<file path="config.mk">
export PLATFORM = sky130hd
export DESIGN_NAME = phy_mgmt_responder
export DESIGN_NICKNAME = d
export VERILOG_FILES = /design/src/rtl/phy_mgmt_pkg.sv /design/src/rtl/mgmt_cmd_decode.sv /design/src/rtl/mgmt_reg_bank.sv /design/src/rtl/mgmt_status_view.sv /design/src/rtl/phy_mgmt_responder.sv
export SDC_FILE = /design/constraint.sdc
export NUM_CORES = 1
export LEC_CHECK = 0
export BUFFER_PORTS_ARGS = -buffer_cell sky130_fd_sc_hd__buf_2
export CORE_MARGIN = 4
export CORE_UTILIZATION = 32
export DETAILED_ROUTE_END_ITERATION = 16
export HOLD_SLACK_MARGIN = 0.03
export PLACE_DENSITY = 0.52
export SYNTH_ARGS = -nofsm -noshare
export SYNTH_HDL_FRONTEND = slang
export SYNTH_SLANG_ARGS = --single-unit
export TNS_END_PERCENT = 50
</file>
<file path="constraint.sdc">
create_clock -name clk -period 5 [get_ports clk]
set_input_delay 0.25 -clock clk [delete_from_list [all_inputs] [get_ports clk]]
set_output_delay 0.25 -clock clk [all_outputs]
set_load 0.005 [all_outputs]
</file>
<file path="src/rtl/phy_mgmt_pkg.sv">
package phy_mgmt_pkg;
  localparam int MGMT_DW      = 16;
  localparam int REG_AW       = 5;
  localparam int REG_COUNT    = 1 << REG_AW;
  localparam int HOST_W       = 32;

  // Control word field positions (decoded by the responder)
  localparam int CW_PHY_LSB   = 24;
  localparam int CW_REG_LSB   = 16;
  localparam int CW_OP_LSB    = 14;
  localparam int CW_START_BIT = 11;
  localparam int CW_READY_BIT = 7;

  localparam logic [MGMT_DW-1:0] NO_DEVICE = 16'hFFFF;
  localparam int SOFT_RST_BIT = 15;

  typedef enum logic [1:0] {
    OP_IDLE0 = 2'd0,
    OP_WRITE = 2'd1,
    OP_READ  = 2'd2,
    OP_IDLE3 = 2'd3
  } mgmt_op_e;

  typedef struct packed {
    logic              valid;
    logic              hit;
    logic [REG_AW-1:0] regn;
    mgmt_op_e          op;
  } mgmt_req_t;

  function automatic logic [MGMT_DW-1:0] reg_reset_value(int idx);
    case (idx)
      0:       return 16'h3100;
      2:       return 16'h0300;
      3:       return 16'hE400;
      4:       return 16'h01E1;
      default: return '0;
    endcase
  endfunction
endpackage

</file>
<file path="src/rtl/mgmt_cmd_decode.sv">
module mgmt_cmd_decode
  import phy_mgmt_pkg::*;
#(
  parameter int PHY_ADDR = 7
) (
  input  logic              clk,
  input  logic              rst_n,
  input  logic              cmd_we,
  input  logic              start,
  input  logic [4:0]        phy,
  input  logic [REG_AW-1:0] regn,
  input  logic [1:0]        op,
  output mgmt_req_t         req
);
  localparam logic [4:0] OWN_ADDR = 5'(PHY_ADDR);

  always_ff @(posedge clk) begin
    if (!rst_n) begin
      req <= '0;
    end else begin
      req.valid <= cmd_we & start;
      req.hit   <= (phy == OWN_ADDR);
      req.regn  <= regn;
      req.op    <= mgmt_op_e'(op);
    end
  end
endmodule

</file>
<file path="src/rtl/mgmt_reg_bank.sv">
module mgmt_reg_bank
  import phy_mgmt_pkg::*;
(
  input  logic               clk,
  input  logic               rst_n,
  input  logic               we,
  input  logic [REG_AW-1:0]  addr,
  input  logic [MGMT_DW-1:0] wdata,
  output logic [MGMT_DW-1:0] rdata,
  output logic [MGMT_DW-1:0] adv,
  output logic               soft_bit
);
  localparam logic [MGMT_DW-1:0] SOFT_MASK = ~(MGMT_DW'(1) << SOFT_RST_BIT);

  logic [MGMT_DW-1:0] regs [REG_COUNT];

  for (genvar i = 0; i < REG_COUNT; i++) begin : g_entry
    if (i == 0) begin : g_ctrl
      always_ff @(posedge clk) begin
        if (!rst_n)                         regs[i] <= reg_reset_value(i);
        else if (we && addr == REG_AW'(i))  regs[i] <= wdata & SOFT_MASK;
        else if (we)                        regs[i] <= regs[i] & SOFT_MASK;
      end
    end else begin : g_plain
      always_ff @(posedge clk) begin
        if (!rst_n)                         regs[i] <= reg_reset_value(i);
        else if (we && addr == REG_AW'(i))  regs[i] <= wdata;
      end
    end
  end

  assign rdata    = regs[addr];
  assign adv      = regs[4];
  assign soft_bit = regs[0][SOFT_RST_BIT];
endmodule

</file>
<file path="src/rtl/mgmt_status_view.sv">
module mgmt_status_view
  import phy_mgmt_pkg::*;
(
  input  logic [REG_AW-1:0]  regn,
  input  logic [MGMT_DW-1:0] stored,
  input  logic [MGMT_DW-1:0] adv,
  input  logic               link_up,
  output logic [MGMT_DW-1:0] view
);
  localparam logic [MGMT_DW-1:0] STATUS_UP = 16'h782E;
  localparam logic [MGMT_DW-1:0] ABIL_MASK = 16'h01E0;
  localparam logic [MGMT_DW-1:0] ABIL_BASE = 16'h4001;
  localparam logic [MGMT_DW-1:0] SPEED_FIX = 16'h8000;

  logic fast, full;
  assign fast = adv[7] | adv[8];
  assign full = adv[6] | adv[8];

  always_comb begin
    case (regn)
      5'd1:    view = link_up ? STATUS_UP : '0;
      5'd5:    view = ABIL_BASE | (adv & ABIL_MASK);
      5'd17:   view = SPEED_FIX;
      5'd18:   view = link_up ? {4'b0, full, fast, 10'b0} : '0;
      default: view = stored;
    endcase
  end
endmodule

</file>
<file path="src/rtl/phy_mgmt_responder.sv">
module phy_mgmt_responder
  import phy_mgmt_pkg::*;
#(
  parameter int PHY_ADDR = 7
) (
  input  logic              clk,
  input  logic              rst_n,
  input  logic              link_up,
  input  logic              host_we,
  input  logic [1:0]        host_sel,
  input  logic [HOST_W-1:0] host_wdata,
  output logic [HOST_W-1:0] host_rdata
);
  logic [HOST_W-1:0]  ctl_q, wd_q;
  logic [MGMT_DW-1:0] rd_q;
  mgmt_req_t          req_q;
  logic [MGMT_DW-1:0] bank_rd, bank_adv, view;
  logic               bank_we, soft_bit;
  logic               ctl_we;

  logic               exec_valid, exec_hit;
  logic [1:0]         exec_op;
  logic [REG_AW-1:0]  exec_regn;

  assign ctl_we = host_we && host_sel == 2'd0;

  mgmt_cmd_decode #(.PHY_ADDR(PHY_ADDR)) u_dec (
    .clk   (clk),
    .rst_n (rst_n),
    .cmd_we(ctl_we),
    .start (host_wdata[CW_START_BIT]),
    .phy   (host_wdata[CW_PHY_LSB +: 5]),
    .regn  (host_wdata[CW_REG_LSB +: REG_AW]),
    .op    (host_wdata[CW_OP_LSB +: 2]),
    .req   (req_q)
  );

  assign exec_valid = req_q.valid;
  assign exec_hit   = req_q.hit;
  assign exec_op    = req_q.op;
  assign exec_regn  = req_q.regn;

  assign bank_we = exec_valid && exec_hit && req_q.op == OP_WRITE;

  mgmt_reg_bank u_bank (
    .clk     (clk),
    .rst_n   (rst_n),
    .we      (bank_we),
    .addr    (exec_regn),
    .wdata   (wd_q[MGMT_DW-1:0]),
    .rdata   (bank_rd),
    .adv     (bank_adv),
    .soft_bit(soft_bit)
  );

  mgmt_status_view u_view (
    .regn   (exec_regn),
    .stored (bank_rd),
    .adv    (bank_adv),
    .link_up(link_up),
    .view   (view)
  );

  always_ff @(posedge clk) begin
    if (!rst_n) begin
      ctl_q <= '0;
      wd_q  <= '0;
      rd_q  <= '0;
    end else begin
      if (ctl_we)                             ctl_q <= host_wdata;
      if (host_we && host_sel == 2'd1)        wd_q  <= host_wdata;
      if (exec_valid && req_q.op == OP_READ)  rd_q  <= exec_hit ? view : NO_DEVICE;
    end
  end

  always_comb begin
    case (host_sel)
      2'd0:    host_rdata = ctl_q | (HOST_W'(1) << CW_READY_BIT);
      2'd1:    host_rdata = wd_q;
      2'd2:    host_rdata = HOST_W'(rd_q);
      default: host_rdata = '0;
    endcase
  end
endmodule

</file>
==> impl_metrics.yaml, run 1 <==
status:
  run_status: "complete, no violations"
cells_and_area:
  nNetsFinal: 2130
  fillers: 8216
  stdcell_area_um2: 31600
  syn2layout_area_growth_pct: 14.2
  drive_gt1_frac: 0.183
  diodes: 0
worst_setup_path:
  cp_slowest_stage_delay_ns: 0.80
  cp_cell_sequence: "buf_4, nor2_1, nand2_1, o21ai_1, buf_4"
  critPathCaptureType: "flop"
  path_class: "flop to flop"
  cp.arrival_ns: 3.47
  path_common_cell: "buf_4"
  cp_slowest_cell: "o21ai_1"
  crit_fanout: 18
  crit_required_ns: 5.29
  cp-start-kind: "flop"
drt:
  drc: 0
  drt_iter0_drc: 1710
  vias_per_cell: 5.15
  wl_um: 82400
  drtAntennaViolNets: 0
  first_pass_iters: 5
  num_vias: 16903
  wire_per_inst_um: 25.1
yosys:
  yosysWarnings: 0
  ys_async_sr_fraction: 0
  ys_seq_elements: 599
  synthCells: 2007
  synth_top_flop_cell: "edfxtp_1"
  avgSynthCellArea_um2: 13.8
  synth-edff-count: 511
  synth_cell_types: 65
  synth_top_area_frac: 0.555
  synth_nets: 2045
  synthMostInstantiatedCell: "edfxtp_1"
  yosysTopAreaCell: "edfxtp_1"
  yosys-top-cells-count: "edfxtp_1 (511), and2_1 (486), nand2_1 (158), clkbuf_1 (124), mux2i_1 (93)"
  synthesis.area_um2: 27700
  yosys-top-cells-area: "edfxtp_1 (55%), and2_1 (11%), dfxtp_1 (6.4%), mux4_2 (5.9%), mux2i_1 (3.4%)"
  synth.yosys.seq_area_share: 0.618
timing:
  setup_viol: 0
  rsz0062_at_grt: "false"
  worst_slew_pin_slew_ns: 1.29
  fin_crit_ns: 3.18
  max_freq_mhz: 314
  fin_skew_ns: 0.0303
  finalHoldViolCount: 0
  finalCritPeriodShare: 0.636
  slew_headroom: 0.136
  fin_ws_ns: 1.82
  tns_ns: 0
  drv_slew: 0
placed_design:
  gp_congestion: 0.849
  dp_hpwl_um: 51800
  post-place-ws_ns: 1.72
  numPortBuffers: 69
  placed_area_um2: 29200
global_routing:
  grt_max_degree: 90
  grt_pass1_wl_um: 120000
  overflow: 0
  antenna_found_initial: 4
  first_global_vias: 17057
  gr-usage-all-layers: 0.180
power:
  p_total_mw: 11.0
  ir_worst_vdd_uv: 167
  p_leak_nw: 11.1
  p_per_area_nw_per_um2: 350
clock_tree:
  clockRootBuffer: "clkbuf_16"
  clk_latency_ns: 0.61
  tritoncts: "yes"
  clkTransAtPathRegs_ns: 0.06
  cts_sinks: 599
  numCtsBuffers: 68
  clock_path_buffers: 3
  postCtsSetupBuffers: 0
  htree_levels: 3
floorplan:
  start_util: 0.324
  die_height_um: 302
  ios: 70
  die_w_um: 302
  dieArea_um2: 91200
  rows: 107
  core_region_area_um2: 85400
worst_hold_path:
  hold_class: "primary input to flop"
job:
  max-cap-violations: 0
layer usage:
| layer | wire length, um | share of wire | track usage |
|---|---|---|---|
| met5 | 0 | 0 | 0 |
| met2 | 39700 | 0.48 | 0.294 |
| met1 | 35200 | 0.43 | 0.246 |
| met4 | 2550 | 0.031 | 0.0620 |
| met3 | 4950 | 0.060 | 0.0262 |
final cells by class:
cell class                      count  area [um^2]  area share
Sequential cell                   599        17100       0.542
Clock inverter                     19          119     0.00376
Timing Repair Buffer              196         1390      0.0441
Clock buffer                       98         1920      0.0606
Tap cell                         1144         1430      0.0453
Inverter                            3         11.3    0.000356
Multi-Input combinational cell   1224         9610       0.304
state kept, by name, summed over array words and instances, names as in the netlist:
register and flops:
ctl_q 31, rd_q 16, u_bank.addr 5, u_bank.regs 511, u_dec.req 4, wd_q 32
through the flow:
step                cells   util  hold WS, ns
finish               3283  0.370        0.204
global route         3283  0.370        0.204
CTS                  3283  0.370        0.158
detailed placement   3134  0.342        0.458
global placement     3134  0.342        0.451
floorplan            2007      -        0.372
where the power goes:
part / switching, mW / internal (mW)
Sequential: 0.0810 / 5.56
Clock: 1.98 / 2.70
Combinational: 0.464 / 0.261
cells by family (layout without fill, tap and decap cells):
logic type	after synthesis	count (layout)	synth area share
flops	599	599	0.618
simple gates	781	781	0.159
compound gates	232	232	0.0637
mux	211	211	0.123
buf+inv	184	316	0.0353
worst paths after layout:
| kind | start | to | slack [ns] | cells past startpoint |
|---|---|---|---|---|
| max reg2reg | u_bank.addr[3] | u_bank.regs[0][11] | 1.82 | 5 |
| min | rst_n | rd_q[11] | 0.20 | 3 |
| min reg2reg | ctl_q[22] | ctl_q[22] | 0.46 | 2 |
| max | u_bank.addr[3] | u_bank.regs[0][11] | 1.82 | 5 |
worst max-delay path: cells and delay by family, from the launching register on:
family / cells / cell delay [ns]
and+or+nand+nor: 2 / 0.73
DFF: 1 / 0.61
AOI/OAI and AO/OA: 1 / 0.80
buffers and inverters: 2 / 0.72
cells in the final DEF (no fill, tap or decap), types with 10 or more instances in the layout:
master / netlist / routed
a21boi_0: 63 / 63
a221oi_1: 16 / 16
a22o_1: 10 / 10
and2_1: 486 / 486
and2_2: 22 / 22
buf_2: 15 / 68
buf_4: 9 / 95
clkbuf_1: 124 / 21
clkbuf_16: 0 / 69
clkinv_1: 2 / 11
dfxtp_1: 88 / 85
dlygate4sd3_1: 1 / 32
edfxtp_1: 511 / 511
mux2_2: 23 / 23
mux2i_1: 93 / 93
mux4_1: 23 / 23
mux4_2: 72 / 72
nand2_1: 158 / 158
nor2_1: 63 / 63
o21ai_0: 48 / 16
o21ai_1: 0 / 28
o221ai_1: 39 / 39
or3_1: 14 / 14
timing repair:
action	CTS	global route
resized for setup	0	0
endpoints found under the hold margin	72	0
hold buffers	32	0
setup endpoints to repair	0	0
(Power assumes the default switching activity.)
==> run 2, diff against run 1 <==
--- a/config.mk
+++ b/config.mk
@@ -10,7 +10,7 @@
 export CORE_UTILIZATION = 32
 export DETAILED_ROUTE_END_ITERATION = 16
 export HOLD_SLACK_MARGIN = 0.03
-export PLACE_DENSITY = 0.52
+export PLACE_DENSITY = 0.54
 export SYNTH_ARGS = -nofsm -noshare
 export SYNTH_HDL_FRONTEND = slang
 export SYNTH_SLANG_ARGS = --single-unit
==> constraint.sdc (replaced) <==
create_clock -name clk -period 2.71 [get_ports clk]
set_input_delay 0.1355 -clock clk [delete_from_list [all_inputs] [get_ports clk]]
set_output_delay 0.1355 -clock clk [all_outputs]
set_load 0.005 [all_outputs]
==> impl_metrics.yaml, run 2 (synthesis gave the netlist of run 1 again) <==
floorplan:
  start_util: 0.324
  rows: 107
  core_region_area_um2: 85400
  dieArea_um2: 91200
  die_w_um: 302
  die_height_um: 302
  ios: 70
clock_tree:
  cts_sinks: 599
  numCtsBuffers: 70
  tritoncts: "yes"
  htree_levels: 3
  clock_path_buffers: 3
  clk_latency_ns: 0.62
  clockRootBuffer: "clkbuf_16"
  clkTransAtPathRegs_ns: 0.06
  cts_resized: 0
timing:
  tns_ns: 0
  rsz0062_at_grt: "false"
  slew_headroom: 0.0813
  drv_slew: 0
  fin_skew_ns: 0.0261
  max_freq_mhz: 392
  finalCritPeriodShare: 0.940
  fin_crit_ns: 2.55
  setup_viol: 0
  fin_ws_ns: 0.162
  worst_slew_pin_slew_ns: 1.37
  finalHoldViolCount: 0
cells_and_area:
  largest_reg_flops: 511
  nNetsFinal: 2193
  final_common_cell: "edfxtp_1"
  layout_common_cells: "edfxtp_1 (511), and2_1 (486), nand2_1 (158)"
  top_register: "u_bank.regs"
  top_regs: "u_bank.regs (511), wd_q (32), ctl_q (31)"
  diodes: 0
  stdcell_area_um2: 32400
  drive_gt1_frac: 0.207
  syn2layout_area_growth_pct: 17.2
  postLayoutCoreUtil: 0.380
  fillers: 8122
worst_setup_path:
  reg2reg_to: "u_bank.regs[4][4]"
  path_class: "flop to flop"
  crit-reg2reg-launch: "u_bank.addr[1]"
  cp.arrival_ns: 3.02
  cp-start-kind: "flop"
  r2r_slack_ns: 0.16
  crit_fanout: 21
  reg2reg_depth: 4
  critPathCaptureType: "flop"
  crit_required_ns: 3.18
worst_hold_path:
  worstHoldStart: "link_up"
  holdPathStages: 4
  min_to: "rd_q[14]"
  hold_class: "primary input to flop"
power:
  pwr-share-seq: 0.498
  power.internal_mw: 16.1
  clkPwrFrac: 0.431
  comb_power_share: 0.071
  p_leak_nw: 11.6
  sw_frac_of_total: 0.232
  ir_worst_vdd_uv: 384
  p_per_area_nw_per_um2: 645
  p_total_mw: 20.9
  p_sw_mw: 4.85
global_routing:
  first_global_vias: 17600
  overflow: 0
  antenna_found_initial: 7
  grt_max_degree: 73
  gr-usage-all-layers: 0.187
  grt_pass1_wl_um: 124000
drt:
  num_vias: 17290
  drc: 0
  wl_um: 85500
  vias_per_cell: 5.16
  drt_iter0_drc: 1883
  first_pass_iters: 5
  wire_per_inst_um: 25.5
  drtAntennaViolNets: 0
status:
  run_status: "complete, no violations"
placed_design:
  gp_congestion: 0.918
  dp_hpwl_um: 55700
  numPortBuffers: 69
  placed_area_um2: 29900
  post-place-ws_ns: 0.149
job:
  max-cap-violations: 0
## run 2: worst max path at each step
stage | from | to | slack (ns)
finish | u_bank.addr[1] | u_bank.regs[4][4] | 0.16
global route | u_bank.addr[1] | u_bank.regs[4][4] | 0.05
CTS | u_bank.addr[1] | u_bank.regs[4][4] | 0.14
detailed placement | u_bank.addr[1] | u_bank.regs[4][4] | 0.15
global placement | u_bank.addr[1] | u_bank.regs[4][15] | 0.19
floorplan | u_bank.addr[1] | u_bank.regs[11][0] | 0.04
## run 2: critical path: stages, from the launching register on
cell and delay, ns:
dfxtp_4 0.47, nor2_2 0.42, nand2_1 0.37, nor2_1 0.88, and2_1 0.24
## run 2: what timing repair did
| item | in CTS | in global routing |
|---|---|---|
| hold buffers | 32 | 0 |
| endpoints found under the hold margin | 72 | 0 |
| buffers inserted | 0 | 0 |
## run 2: cell type report
class                      instances  area [um^2]  area share
clock buffer                     102         1950      0.0602
clock inverter                    25          224     0.00691
inverter                           3         11.3    0.000347
multi-input combinational       1224         9590       0.296
sequential                       599        17100       0.528
tap                             1144         1430      0.0441
timing repair buffer             257         2090      0.0644
## run 2: through the flow
step / hold WS [ns] / instances
floorplan: 0.257 / 2007
global placement: 0.384 / 3195
detailed placement: 0.381 / 3195
CTS: 0.0467 / 3354
global route: 0.0635 / 3354
finish: 0.0845 / 3354
## run 2: layer usage
metal  up-vias  GRT usage  routed length (um)
met1      8916      0.255               36800
met4         0     0.0569                2420
met3       143     0.0345                5190
met5         -          0                   0
met2       562      0.305               41100
li1       7669          -                   -
## run 2: power by group through the flow
stage	Sequential, mW	Clock [mW]	Combinational (mW)
floorplan	10.5	0	0.821
global placement	10.6	0	1.44
detailed placement	10.6	0	1.44
CTS	10.4	9.19	1.48
global route	10.4	9.56	1.55
finish	10.4	9.02	1.48
==> run 3, diff against run 2 <==
--- a/config.mk
+++ b/config.mk
@@ -8,6 +8,7 @@
 export BUFFER_PORTS_ARGS = -buffer_cell sky130_fd_sc_hd__buf_2
 export CORE_MARGIN = 4
 export CORE_UTILIZATION = 32
+export CTS_BUF_LIST = sky130_fd_sc_hd__clkbuf_16
 export DETAILED_ROUTE_END_ITERATION = 16
 export HOLD_SLACK_MARGIN = 0.03
 export PLACE_DENSITY = 0.54
==> impl_metrics.yaml, run 3 (synthesis gave the netlist of run 1 again) <==
status:
  run_status: "complete, no violations"
clock_tree:
  clkTransAtPathRegs_ns: 0.06
  tritoncts: "yes"
  numCtsBuffers: 70
  htree_levels: 3
  cts_sinks: 599
  clockRootBuffer: "clkbuf_16"
  clock_path_buffers: 3
  clk_latency_ns: 0.63
floorplan:
  dieArea_um2: 91200
  die_height_um: 302
  start_util: 0.324
  core_region_area_um2: 85400
  rows: 107
  die_w_um: 302
  ios: 70
placed_design:
  gp_congestion: 0.918
  dp_hpwl_um: 55700
  numPortBuffers: 69
  placedCellCount: 3195
cells_and_area:
  top_register: "u_bank.regs"
  ff_latch_area_um2: 17100
  layout_common_cells: "edfxtp_1 (511), and2_1 (486), nand2_1 (158)"
  largest_reg_flops: 511
  layout.cells.non_filler: 3356
  syn2layout_area_growth_pct: 17.0
  final_common_cell: "edfxtp_1"
  nNetsFinal: 2193
  multi_input_area_um2: 9590
  top_regs: "u_bank.regs (511), wd_q (32), ctl_q (31)"
  postLayoutCoreUtil: 0.379
  fillers: 8134
  drive_gt1_frac: 0.205
timing:
  setup_viol: 0
  drv_slew: 0
  fin_crit_ns: 2.56
  finalHoldViolCount: 0
  fin_skew_ns: 0.0269
  rsz0062_at_grt: "false"
  hold_ws_ns: 0.0807
  finalCritPeriodShare: 0.946
  worst_slew_pin_slew_ns: 1.32
  slew_headroom: 0.120
  tns_ns: 0
  max_freq_mhz: 390
power:
  p_leak_nw: 11.7
  p_per_area_nw_per_um2: 638
  ir_worst_vdd_uv: 384
global_routing:
  grt_pass1_wl_um: 124000
  grt_max_degree: 73
  gr-usage-all-layers: 0.187
  overflow: 0
  antenna_found_initial: 6
  first_global_vias: 17589
drt:
  drtAntennaViolNets: 0
  first_pass_iters: 6
  wire_per_inst_um: 25.5
  wl_um: 85500
  num_vias: 17388
  drc: 0
  drt_iter0_drc: 1857
  vias_per_cell: 5.18
worst_hold_path:
  hold_class: "primary input to flop"
worst_setup_path:
  cp_slowest_cell: "nor2_1"
  path_class: "flop to flop"
  crit_required_ns: 3.18
  critPathCaptureType: "flop"
  cp_cell_sequence: "nor2_2, nand2_1, nor2_1, and2_1"
  cp.arrival_ns: 3.04
  cp-start-kind: "flop"
  r2r_slack_ns: 0.15
  crit_fanout: 21
  cp_slowest_stage_delay_ns: 0.89
  cp_top_family: "simple AND/OR/NAND/NOR gates"
  path_buf_inv: 0
job:
  max-cap-violations: 0
## run 3: worst register-to-register path, cell delays in order (launching register included)
cell     delay [ns]
dfxtp_4        0.48
nor2_2         0.44
nand2_1        0.38
nor2_1         0.90
and2_1         0.24
## run 3: worst paths after layout
kind                  endpoint  cells past startpoint      startpoint
min                   rd_q[14]                      4         link_up
min reg2reg          ctl_q[12]                      2       ctl_q[12]
max          u_bank.regs[4][4]                      4  u_bank.addr[1]
max reg2reg  u_bank.regs[4][4]                      4  u_bank.addr[1]
## run 3: area by class of cell
| cell class | count | share of cell area |
|---|---|---|
| Inverter | 3 | 0.000348 |
| Antenna cell | 2 | 0.000155 |
| Clock inverter | 56 | 0.0105 |
| Sequential cell | 599 | 0.529 |
| Tap cell | 1144 | 0.0442 |
| Clock buffer | 71 | 0.0549 |
| Multi-Input combinational cell | 1224 | 0.296 |
| Timing Repair Buffer | 257 | 0.0646 |
## run 3: timing repair
action | 4_1_cts | 5_1_grt
setup endpoints to repair | 0 | 0
gates resized for setup | 0 | 0
buffers inserted | 0 | 0
endpoints found under the hold margin | 72 | 0
hold buffers | 32 | 0
## run 3: metrics by stage
stage / setup slack (ns) / power [mW] / instance area [um^2]
after floorplan: 0.0396 / 11.4 / 27700
after global placement: 0.186 / 12.0 / 29900
after detailed placement: 0.149 / 12.1 / 29900
after CTS: 0.137 / 20.8 / 32400
after global routing: 0.0461 / 21.3 / 32400
final: 0.147 / 20.7 / 32400
## run 3: layer usage
layer	vias to the layer above	global-route usage	wire, um
li1	7674	-	-
met1	8957	0.255	36200
met2	598	0.305	41000
met3	159	0.0345	5780
met4	0	0.0569	2500
met5	-	0	0
## run 3: power by group
group / internal [mW] / total (mW) / leakage, nW / switching [mW]
clock network: 4.96 / 8.76 / 1.13 / 3.80
registers: 10.3 / 10.4 / 5.92 / 0.157
logic: 0.574 / 1.47 / 4.60 / 0.901
total: 15.8 / 20.7 / 11.7 / 4.86
